$ cat config.mk
export PLATFORM = sky130hd
export DESIGN_NAME = rica_adder
export DESIGN_NICKNAME = d
export VERILOG_FILES = /design/src/rtl/rica_pkg.sv /design/src/rtl/rica_ripple.sv /design/src/rtl/rica_recompute.sv /design/src/rtl/rica_section.sv /design/src/rtl/rica_adder.sv
export SDC_FILE = /design/constraint.sdc
export NUM_CORES = 1
export LEC_CHECK = 0
export BUFFER_PORTS_ARGS = -buffer_cell sky130_fd_sc_hd__buf_4
export CAP_MARGIN = 20
export CORE_MARGIN = 2
export CORE_UTILIZATION = 42
export DETAILED_ROUTE_END_ITERATION = 12
export HOLD_SLACK_MARGIN = 0.02
export PLACE_DENSITY = 0.75
export SLEW_MARGIN = 30
export SYNTH_ARGS = -nofsm -noshare
export SYNTH_HDL_FRONTEND = slang
export SYNTH_HIERARCHICAL = 1
export SYNTH_SLANG_ARGS = --single-unit
$ cat constraint.sdc
create_clock -name clk -period 0.8 [get_ports clk]
set_clock_uncertainty 0.15 [all_clocks]
set_input_delay 0.16 -clock clk [delete_from_list [all_inputs] [get_ports clk]]
set_output_delay 0.16 -clock clk [all_outputs]
set_load 0.05 [all_outputs]
$ cat src/rtl/rica_pkg.sv
package rica_pkg;

  // one-bit full adder, returns {carry, sum}
  function automatic logic [1:0] bit_add(input logic x, input logic y, input logic c);
    return {(x & y) | (x & c) | (y & c), x ^ y ^ c};
  endfunction

  // a bit of R flips in R+1 when every lower bit of R is one
  function automatic logic flip_next(input logic flip_below, input logic bit_below);
    return flip_below & bit_below;
  endfunction

  // pick between the two section candidates
  function automatic logic pick(input logic sel, input logic if_zero, input logic if_one);
    return sel ? if_one : if_zero;
  endfunction

endpackage

$ cat src/rtl/rica_ripple.sv
module rica_ripple
  import rica_pkg::*;
#(
  parameter int W = 4
) (
  input  logic [W-1:0] a,
  input  logic [W-1:0] b,
  output logic [W-1:0] s,
  output logic         co
);
  logic [W:0] chain;
  assign chain[0] = 1'b0;  // carry-in forced to zero

  for (genvar i = 0; i < W; i++) begin : g_bit
    assign {chain[i+1], s[i]} = bit_add(a[i], b[i], chain[i]);
  end

  assign co = chain[W];
endmodule

$ cat src/rtl/rica_recompute.sv
module rica_recompute
  import rica_pkg::*;
#(
  parameter int W = 4
) (
  input  logic [W-1:0] r,
  input  logic         c0,
  output logic [W-1:0] r_inc,
  output logic         c1
);
  // flip[i]: bit i of r is inverted to form r+1
  logic [W:0] flip;
  assign flip[0] = 1'b1;

  for (genvar i = 0; i < W; i++) begin : g_prefix
    assign flip[i+1] = flip_next(flip[i], r[i]);
  end

  assign r_inc = r ^ flip[W-1:0];
  // flip[W] is the all-ones condition of r
  assign c1 = c0 | flip[W];
endmodule

$ cat src/rtl/rica_section.sv
module rica_section
  import rica_pkg::*;
#(
  parameter int W = 4
) (
  input  logic [W-1:0] a,
  input  logic [W-1:0] b,
  input  logic         sel,
  output logic [W-1:0] s,
  output logic         co,
  output logic [W-1:0] dbg_r0,
  output logic [W-1:0] dbg_r1,
  output logic         dbg_c0,
  output logic         dbg_c1
);
  logic [W-1:0] r0, r1;
  logic         c0, c1;

  rica_ripple #(.W(W)) u_ripple (.a(a), .b(b), .s(r0), .co(c0));
  rica_recompute #(.W(W)) u_recomp (.r(r0), .c0(c0), .r_inc(r1), .c1(c1));

  for (genvar i = 0; i < W; i++) begin : g_mux
    assign s[i] = pick(sel, r0[i], r1[i]);
  end
  assign co = pick(sel, c0, c1);

  assign dbg_r0 = r0;
  assign dbg_r1 = r1;
  assign dbg_c0 = c0;
  assign dbg_c1 = c1;
endmodule

$ cat src/rtl/rica_adder.sv
module rica_adder
  import rica_pkg::*;
#(
  parameter int WIDTH   = 16,
  parameter int SEC_W   = 4,
  parameter bit OUT_REG = 1'b1
) (
  input  logic             clk,
  input  logic             rst_n,
  input  logic [WIDTH-1:0] op_a,
  input  logic [WIDTH-1:0] op_b,
  input  logic             carry_in,
  output logic [WIDTH-1:0] sum_out,
  output logic             carry_out
);
  localparam int NSEC = WIDTH / SEC_W;

  if (WIDTH % SEC_W != 0) begin : g_bad_width
    $error("rica_adder: WIDTH must be a multiple of SEC_W");
  end

  // section-level events brought out for checking
  logic [SEC_W-1:0] sec_r0 [NSEC];
  logic [SEC_W-1:0] sec_r1 [NSEC];
  logic [SEC_W-1:0] sec_s  [NSEC];
  logic [NSEC-1:0]  sec_c0, sec_c1, sec_co, sec_sel;
  logic [WIDTH-1:0] comb_sum;
  logic             comb_cout;

  for (genvar k = 0; k < NSEC; k++) begin : g_sec
    if (k == 0) begin : g_low
      assign sec_sel[k] = carry_in;
    end else begin : g_up
      assign sec_sel[k] = sec_co[k-1];
    end

    rica_section #(.W(SEC_W)) u_sec (
      .a      (op_a[k*SEC_W +: SEC_W]),
      .b      (op_b[k*SEC_W +: SEC_W]),
      .sel    (sec_sel[k]),
      .s      (sec_s[k]),
      .co     (sec_co[k]),
      .dbg_r0 (sec_r0[k]),
      .dbg_r1 (sec_r1[k]),
      .dbg_c0 (sec_c0[k]),
      .dbg_c1 (sec_c1[k])
    );
    assign comb_sum[k*SEC_W +: SEC_W] = sec_s[k];

    // recomputed candidate is the zero-carry sum plus one
    a_r3_incr: assert property (@(posedge clk) disable iff (!rst_n)
      sec_r1[k] == SEC_W'(sec_r0[k] + 1'b1));
    // carry-in-of-one carry-out includes the all-ones case
    a_r4_cout_one: assert property (@(posedge clk) disable iff (!rst_n)
      sec_c1[k] == (sec_c0[k] | (&sec_r0[k])));
    if (k > 0) begin : g_chk_sel
      // upper section follows the carry-out below it
      a_r5_chain: assert property (@(posedge clk) disable iff (!rst_n)
        sec_co[k-1] |-> (sec_s[k] == sec_r1[k]));
    end
  end

  assign comb_cout = sec_co[NSEC-1];

  // whole-width result matches the arithmetic sum
  a_r1_sum: assert property (@(posedge clk) disable iff (!rst_n)
    {comb_cout, comb_sum} == ({1'b0, op_a} + {1'b0, op_b} + {{WIDTH{1'b0}}, carry_in}));
  // lowest section is steered by carry_in
  a_r2_low: assert property (@(posedge clk) disable iff (!rst_n)
    sec_s[0] == (carry_in ? sec_r1[0] : sec_r0[0]));

  if (OUT_REG) begin : g_reg
    logic started;
    always_ff @(posedge clk or negedge rst_n) begin
      if (!rst_n) begin
        sum_out   <= '0;
        carry_out <= 1'b0;
        started   <= 1'b0;
      end else begin
        sum_out   <= comb_sum;
        carry_out <= comb_cout;
        started   <= 1'b1;
      end
    end
    // registered outputs lag the combinational result by one cycle
    a_r6_latency: assert property (@(posedge clk) disable iff (!rst_n)
      started |-> ({carry_out, sum_out} == $past({comb_cout, comb_sum})));
  end else begin : g_comb
    assign sum_out   = comb_sum;
    assign carry_out = comb_cout;
  end
endmodule

==> reports/metrics.csv, run 1 <==
metric,value,unit
ys_ff_latch,17,
setup-tns-final,-33.68,ns
grt_setup_unrepaired,true,
drtPass1Iterations,4,
async_reset_ff_share,100,%
p_int,2.41,mW
start_kind,input port,
die_w,57.6,um
ant_nets,0,
num_rows,19,
yosys.cell_count.top_type,inv_1,
synth_area,0.00121,mm^2
route.detailed.drc,0,
diodes,0,
slew_violations,0,
leakagePower,0.978,nW
htreeDepth,1,
cts-buffers-inserted,3,
synth_top_cell_area_share,35.3,%
worstSetupEndpointType,register,
dpl.hpwl,2.05,mm
synthTopCellsByArea,"dfrtp_1 (35%), fa_1 (20%), mux2_2 (19%)",
syn2layout_area_growth,57.2,%
hold_path.class,input port to async pin,
routed_wl,2.43,mm
violations,setup timing,
drt-initial-drc-count,5,
wl_per_cell,12.9,um
start_util,44.1,%
hold_violations,0,
status,finished with violations,
critPathLaunch,op_b[0],
synth_ff_type,dfrtp_1,
grt_util_all_layers,16.7,%
synth-seq-area-share,35.3,%
die_h,57.6,um
synth_top_area_cell,dfrtp_1,
first_global_vias,971,
synthTopCellsByCount,"inv_1 (24), mux2_2 (20), dfrtp_1 (17)",
synth_nets,156,
core_area,0.00273,mm^2
yosys_warnings,6,
antenna_found_initial,0,
cts_tree,built,
stdcell_area,0.00190,mm^2
clk_pin_slew,0.10,ns
die_area,0.00332,mm^2
fin_crit_sh,367,%
pin_count,52,
timing_worst_slew_pin_value,0.227,ns
grt_max_degree,18,
fin_crit,2.93,ns
peakVddDrop,0.00179,V
ys_types,6,
syn_area_per_cell,13.0,um^2
cts_buffer_depth,2,
holdWs,0.111,ns
io_buffers,51,
post-place-ws,-2.53,ns
fin_nets,222,
via_count,865,
power.total,4.13,mW
synth-edff-count,0,
crit_required,0.83,ns
critical_path_class,input port to register,
cts_root_buf,clkbuf_4,
powerDensity,2180,mW/mm^2
gp_congestion,0.772,
critPathMaxFanout,5,
power.share.sequential,29.9,%
drive_above_1_share,67.7,%
grt_overflow,0,
syn-instance-count,93,
placed_area,0.00176,mm^2
clockPowerShare,11.2,%
drt-vias-per-instance,4.58,
swShare,41.7,%
arrival,2.97,ns
grt_first_pass_wirelength,4.14,mm
setup_violations,34,
comb_power_share,59.0,%
p_switching,1.72,mW
clkSinkCount,17,
cap_violations,0,
slew_headroom,84.8,%
clock.fmax,0.341,GHz
fin_ws,-2.13,ns
==> registers in the layout (all words and copies together) (netlist names) <==
register / cells
sum_out: 16
carry_out: 1
==> stage by stage <==
stage / cells / util [%]
after floorplan: 93 / -
after global placement: 183 / 64.5
after detailed placement: 183 / 64.5
after CTS: 189 / 69.3
after global routing: 189 / 69.3
final: 189 / 69.3
==> routing by layer <==
metal,part of all wire (%),GRT usage [%],vias to the layer above
met4,0,4.98,0
li1,-,-,421
met5,0,0,-
met1,36,20.1,416
met3,7.4,4.08,0
met2,56,29.5,28
==> worst paths after layout <==
path / endpoint / slack, ns / cells past startpoint
setup / recovery: carry_out$_DFF_PN0_ / -2.13 / 11
min in group clk: sum_out[0]$_DFF_PN0_ / 0.12 / 3
max in group asynchronous: sum_out[2]$_DFF_PN0_ / 0.18 / 2
hold / removal: carry_out$_DFF_PN0_ / 0.11 / 2
==> worst max-delay path, cell delays in order <==
cell and delay, ns:
buf_6 0.10, ha_4 0.15, fa_2 0.34, fa_2 0.46
ha_4 0.19, ha_4 0.14, or2_1 0.22, mux2_4 0.27
mux2_4 0.31, mux2_4 0.34, mux2_4 0.30
==> cell usage in the layout (no fill, tap or decap), drive strengths merged <==
cell type,instances
or2,4
dfrtp,17
fa,12
buf,60
mux2,20
dlygate4sd3,1
inv,24
ha,16
clkbuf,4
==> logic make-up (layout without fill, tap and decap cells) <==
family	count (synthesis)	after routing	synth area share, %
flip-flops	17	17	35.3
buffers and inverters	24	89	7.47
multiplexers	20	20	18.7
AND/OR/NAND/NOR	4	4	2.07
adder cells (fa/ha/maj)	28	28	36.5
==> area by class of cell <==
type | count | area, um^2
well taps | 31 | 38.8
clock buffers | 4 | 26.3
repair buffers | 61 | 536
flip-flops and latches | 17 | 445
inverters | 24 | 90.1
fillers | 208 | 838
multi-input cells | 52 | 759
==> power groups by stage <==
stage	logic, mW	registers (mW)	clock network, mW
3_3_place_gp	2.19	1.21	0
5_1_grt	2.61	1.25	0.534
6_report	2.44	1.23	0.462
3_5_place_dp	2.25	1.21	0
4_1_cts	2.45	1.24	0.486
2_1_floorplan	0.650	2.04	0
==> what timing repair did <==
action	CTS	global route
buffers inserted	2	0
pin swaps	7	0
resized for setup	22	0
endpoints found under the hold margin	17	0
endpoints found under the setup margin	34	34
hold buffers	1	0
Note: power is estimated with default switching activity, not from simulation.
==> run 2: changes to the inputs <==
--- a/config.mk
+++ b/config.mk
@@ -8,10 +8,10 @@
 export BUFFER_PORTS_ARGS = -buffer_cell sky130_fd_sc_hd__buf_4
 export CAP_MARGIN = 20
 export CORE_MARGIN = 2
-export CORE_UTILIZATION = 42
+export CORE_UTILIZATION = 47
 export DETAILED_ROUTE_END_ITERATION = 12
 export HOLD_SLACK_MARGIN = 0.02
-export PLACE_DENSITY = 0.75
+export PLACE_DENSITY_LB_ADDON = 0.05
 export SLEW_MARGIN = 30
 export SYNTH_ARGS = -nofsm -noshare
 export SYNTH_HDL_FRONTEND = slang
==> constraint.sdc (replaced) <==
create_clock -name clk -period 3.1 [get_ports clk]
set_clock_uncertainty 0.15 [all_clocks]
set_input_delay 0.62 -clock clk [delete_from_list [all_inputs] [get_ports clk]]
set_output_delay 0.62 -clock clk [all_outputs]
set_load 0.05 [all_outputs]
==> run 2 against run 1 <==
Effect of this change: the flow still finishes with violations (setup timing); sequential share of layout area up 0.96 points; first-iteration DRC count down 40%; non-clock buffer count down 5; power down 76%; critical endpoint unchanged; final cell count down 3.2%; routed wire length down 12%; count of clock-buffer cells in the layout unchanged; global-route usage down 0.21 points; hold slack worse by 0.082 ns; critical path type unchanged; utilization up 1.5 points.
==> reports/metrics.csv, run 2 (synthesized netlist as in run 1, its figures left out) <==
metric,value,unit
status,finished with violations,
violations,setup timing,
start_util,49.1,%
start_kind,input port,
routed_wl,2.14,mm
cts-buffers-inserted,3,
pin_count,52,
via_count,842,
largest_reg_flops,16,
cap_violations,0,
grt_util_all_layers,16.5,%
grt_setup_unrepaired,true,
die_w,54.7,um
largest_registers,"sum_out: 16 flops, carry_out: 1 flops",
io_buffers,51,
hold_violations,0,
fillers,197,
critical_path_class,input port to register,
grt_max_degree,18,
clkSinkCount,17,
core_area,0.00245,mm^2
post-place-ws,-0.695,ns
final_cells,183,
htreeDepth,1,
dpl.hpwl,1.90,mm
fin_crit,3.42,ns
syn2layout_area_growth,44.2,%
drt-vias-per-instance,4.60,
clk_pin_slew,0.09,ns
wl_per_cell,11.7,um
drt-initial-drc-count,3,
final-seq-area,425,um^2
antenna_found_initial,0,
numPlacedInstances,178,
timing_worst_slew_pin_value,0.210,ns
cts_root_buf,clkbuf_4,
multi_input_area,728,um^2
diodes,0,
setup_violations,9,
num_rows,18,
ant_nets,0,
layout_commonest_cell,buf_4,
top_register,sum_out,
peakVddDrop,0.000406,V
fin_nets,217,
holdWs,0.0291,ns
slew_headroom,86.0,%
cts_tree,built,
first_global_vias,851,
drtPass1Iterations,2,
worstSetupEndpointType,register,
hold_path.class,input port to async pin,
critPathMaxFanout,5,
arrival,3.45,ns
die_area,0.00299,mm^2
die_h,54.7,um
cts_hold_buf,0,
clock.fmax,0.292,GHz
crit_required,3.13,ns
gp_congestion,0.757,
grt_first_pass_wirelength,3.48,mm
critPathLaunch,op_b[0],
leakagePower,0.936,nW
drive_above_1_share,55.6,%
route.detailed.drc,0,
grt_overflow,0,
final_cell_mix,"buf_4 (53), inv_1 (23), dfrtp_1 (17)",
slew_violations,0,
cts_buffer_depth,2,
power.total,978,uW
powerDensity,562,mW/mm^2
fin_crit_sh,110,%
fin_ws,-0.320,ns
[run 2: cell count changes in the layout (fill, tap and decap cells not counted)]
cell / previous run / this run
ha_2: 0 / 2
inv_1: 21 / 23
dfrtp_1: 1 / 17
mux2_2: 13 / 16
buf_4: 40 / 53
ha_4: 3 / 1
dfrtp_2: 16 / 0
dlygate4sd3_1: 1 / 0
inv_2: 3 / 1
mux2_4: 7 / 4
buf_6: 20 / 3
[run 2: layout make-up]
cell class,count,share of cell area [%]
Sequential cell,17,24.5
Multi-Input combinational cell,52,41.9
Timing Repair Buffer,56,24.8
Inverter,24,5.18
Tap cell,30,2.16
Clock buffer,4,1.51
[run 2: path summary, 6_finish.rpt]
check                                        end  slack (ns)  cells after the start
worst max-delay path         carry_out$_DFF_PN0_       -0.32                     13
worst min-delay path       sum_out[13]$_DFF_PN0_        0.03                      1
max in group asynchronous  sum_out[12]$_DFF_PN0_        2.59                      1
min in group clk            sum_out[2]$_DFF_PN0_        0.49                      2
[run 2: repair_timing]
action / CTS / global route
setup buffers: 1 / 0
pin swaps: 6 / 0
gates resized for setup: 4 / 0
cloned: 0 / 0
setup endpoints to repair: 9 / 9
[run 2: where the power goes]
group	internal (mW)	switching (mW)
sequential	0.280	0.0163
clock	0.0499	0.0647
combinational	0.227	0.340
total	0.557	0.421
[run 2: per-stage QoR]
step,util (%),area [um^2],setup TNS (ns)
after global routing,70.8,1740,-2.82
after CTS,70.8,1740,-2.29
after floorplan,-,1240,-3.16
after detailed placement,69.0,1690,-6.11
after global placement,69.0,1690,-5.34
final,70.8,1740,-2.33
[run 2: layer usage]
| layer | vias up | part of all wire, % | wire length, um | global-route usage [%] |
|---|---|---|---|---|
| li1 | 413 | - | - | - |
| met1 | 399 | 39 | 835 | 19.0 |
| met2 | 28 | 55 | 1170 | 29.6 |
| met3 | 2 | 5.5 | 118 | 3.55 |
| met4 | 0 | 0.89 | 19 | 6.25 |
| met5 | - | 0 | 0 | 0 |
[run 2: critical path: stages]
cell and delay [ns]:
buf_6 0.10, ha_4 0.15, fa_2 0.34, fa_2 0.34
inv_2 0.06, fa_1 0.41, inv_1 0.08, ha_2 0.16
or2_1 0.09, mux2_4 0.15, mux2_4 0.30, mux2_4 0.34
mux2_4 0.30
==> run 3: changes to the inputs <==
==> constraint.sdc (replaced) <==
create_clock -name clk -period 3.5 [get_ports clk]
set_clock_uncertainty 0.15 [all_clocks]
set_input_delay 0.7 -clock clk [delete_from_list [all_inputs] [get_ports clk]]
set_output_delay 0.7 -clock clk [all_outputs]
set_load 0.05 [all_outputs]
==> run 3 against run 2 <==
Effect of this change: the flow now finishes without violations; non-clock buffer count rose by 1; largest power group unchanged; power is 11% lower; via count grew 3.3%; highest routed layer unchanged; clock power fell by 14%; critical endpoint unchanged; largest cell class unchanged.
==> reports/metrics.csv, run 3 (synthesized netlist as in run 1, its figures left out) <==
metric,value,unit
final_cells,184,
slew_violations,0,
setup_violations,0,
comb_power_share,58.5,%
diodes,0,
gp_congestion,0.762,
syn2layout_area_growth,45.6,%
worstSetupEndpointType,register,
die_h,54.7,um
crit_path_frequent_cell,mux2_4,
hold_path.class,input port to async pin,
fin_crit,3.48,ns
p_int,498,uW
antenna_found_initial,0,
dpl.hpwl,1.88,mm
largest_reg_flops,16,
fin_ws,0.0204,ns
grt_max_degree,18,
hold_violations,0,
powerDensity,495,mW/mm^2
route.detailed.drc,0,
cts_buffer_depth,2,
clk_pin_slew,0.09,ns
largest_registers,"sum_out: 16 flops, carry_out: 1 flops",
leakagePower,0.944,nW
io_buffers,51,
start_util,49.1,%
htreeDepth,1,
start_kind,input port,
timing_worst_slew_pin_value,0.208,ns
core_area,0.00245,mm^2
pin_count,52,
drtPass1Iterations,4,
cts-buffers-inserted,3,
grt_setup_unrepaired,true,
fin_nets,218,
arrival,3.50,ns
die_area,0.00299,mm^2
peakVddDrop,0.000341,V
status,"complete, no violations",
p_switching,372,uW
clock.fmax,0.287,GHz
swShare,42.7,%
first_global_vias,883,
power.share.sequential,30.1,%
grt_overflow,0,
cap_violations,0,
clkSinkCount,17,
cts_root_buf,clkbuf_4,
layout_commonest_cell,buf_4,
critPathMaxFanout,5,
worstPathCellList,buf_6 > ha_4 > fa_2 > fa_2 > ha_2 > ha_4 > or2_1 > mux2_4 > mux2_4 > mux2_4 > mux2_4,
numPlacedInstances,177,
crit_required,3.52,ns
final_cell_mix,"buf_4 (55), inv_1 (22), dfrtp_1 (17)",
drive_above_1_share,56.5,%
grt_first_pass_wirelength,3.48,mm
num_rows,18,
ant_nets,0,
crit_path_max_incr_delay,0.43,ns
via_count,870,
cts_tree,built,
critical_path_class,input port to register,
slew_headroom,86.1,%
die_w,54.7,um
drt-vias-per-instance,4.73,
fin_crit_sh,99.4,%
wl_per_cell,11.6,um
cp_slowest_cell,fa_2,
clockPowerShare,11.4,%
top_register,sum_out,
drt-initial-drc-count,4,
post-place-ws,-0.388,ns
grt_util_all_layers,16.8,%
routed_wl,2.13,mm
==> run 3: area by class of cell <==
cell class	instances	area, um^2
multi-input combinational	52	742
fill	185	698
timing repair buffer	57	435
sequential	17	425
inverter	24	90.1
tap	30	37.5
clock buffer	4	26.3
==> run 3: final timing paths <==
kind / from / end / slack (ns) / cells past startpoint
setup / recovery: op_a[0] / carry_out$_DFF_PN0_ / 0.02 / 11
hold / removal: rst_n / sum_out[11]$_DFF_PN0_ / 0.11 / 1
max in group asynchronous: rst_n / sum_out[0]$_DFF_PN0_ / 2.91 / 1
min in group clk: carry_in / sum_out[0]$_DFF_PN0_ / 0.57 / 2
==> run 3: metal layers <==
layer	global-route usage [%]	vias up	wire length [um]	part of all wire, %
met5	0	-	0	0
met3	3.28	2	111	5.2
met4	7.50	0	19	0.89
li1	-	414	-	-
met2	32.1	30	1210	57
met1	17.2	424	794	37
==> run 3: power by group through the flow <==
stage / logic, mW / registers, mW / clock network, mW
2_1_floorplan: 0.141 / 0.456 / 0
3_3_place_gp: 0.487 / 0.265 / 0
5_1_grt: 0.551 / 0.268 / 0.115
3_5_place_dp: 0.496 / 0.267 / 0
6_report: 0.509 / 0.262 / 0.0994
4_1_cts: 0.505 / 0.263 / 0.104
==> run 3: timing repair <==
action	in CTS	in global routing
gates resized for setup	3	3
hold buffers	0	0
pin swaps	5	1
setup buffers	1	2
endpoints found under the setup margin	5	5
==> run 3: critical path, delay by kind of cell <==
family | cells | cell delay, ns
adder cells (fa/ha/maj) | 5 | 1.26
buffers and inverters | 1 | 0.10
AND/OR/NAND/NOR | 1 | 0.22
multiplexers | 4 | 1.24
==> run 3: metrics by stage <==
stage                     setup TNS (ns)  instance area, um^2  util (%)  power [mW]  hold slack, ns
after floorplan                   -0.919                 1240         -       0.597           0.254
after global placement             -1.87                 1690      68.7       0.752           0.420
after detailed placement           -2.44                 1690      68.7       0.763           0.421
after CTS                              0                 1730      70.5       0.873           0.107
after global routing              -0.129                 1760      71.6       0.933          0.0958
final                                  0                 1760      71.6       0.870           0.110
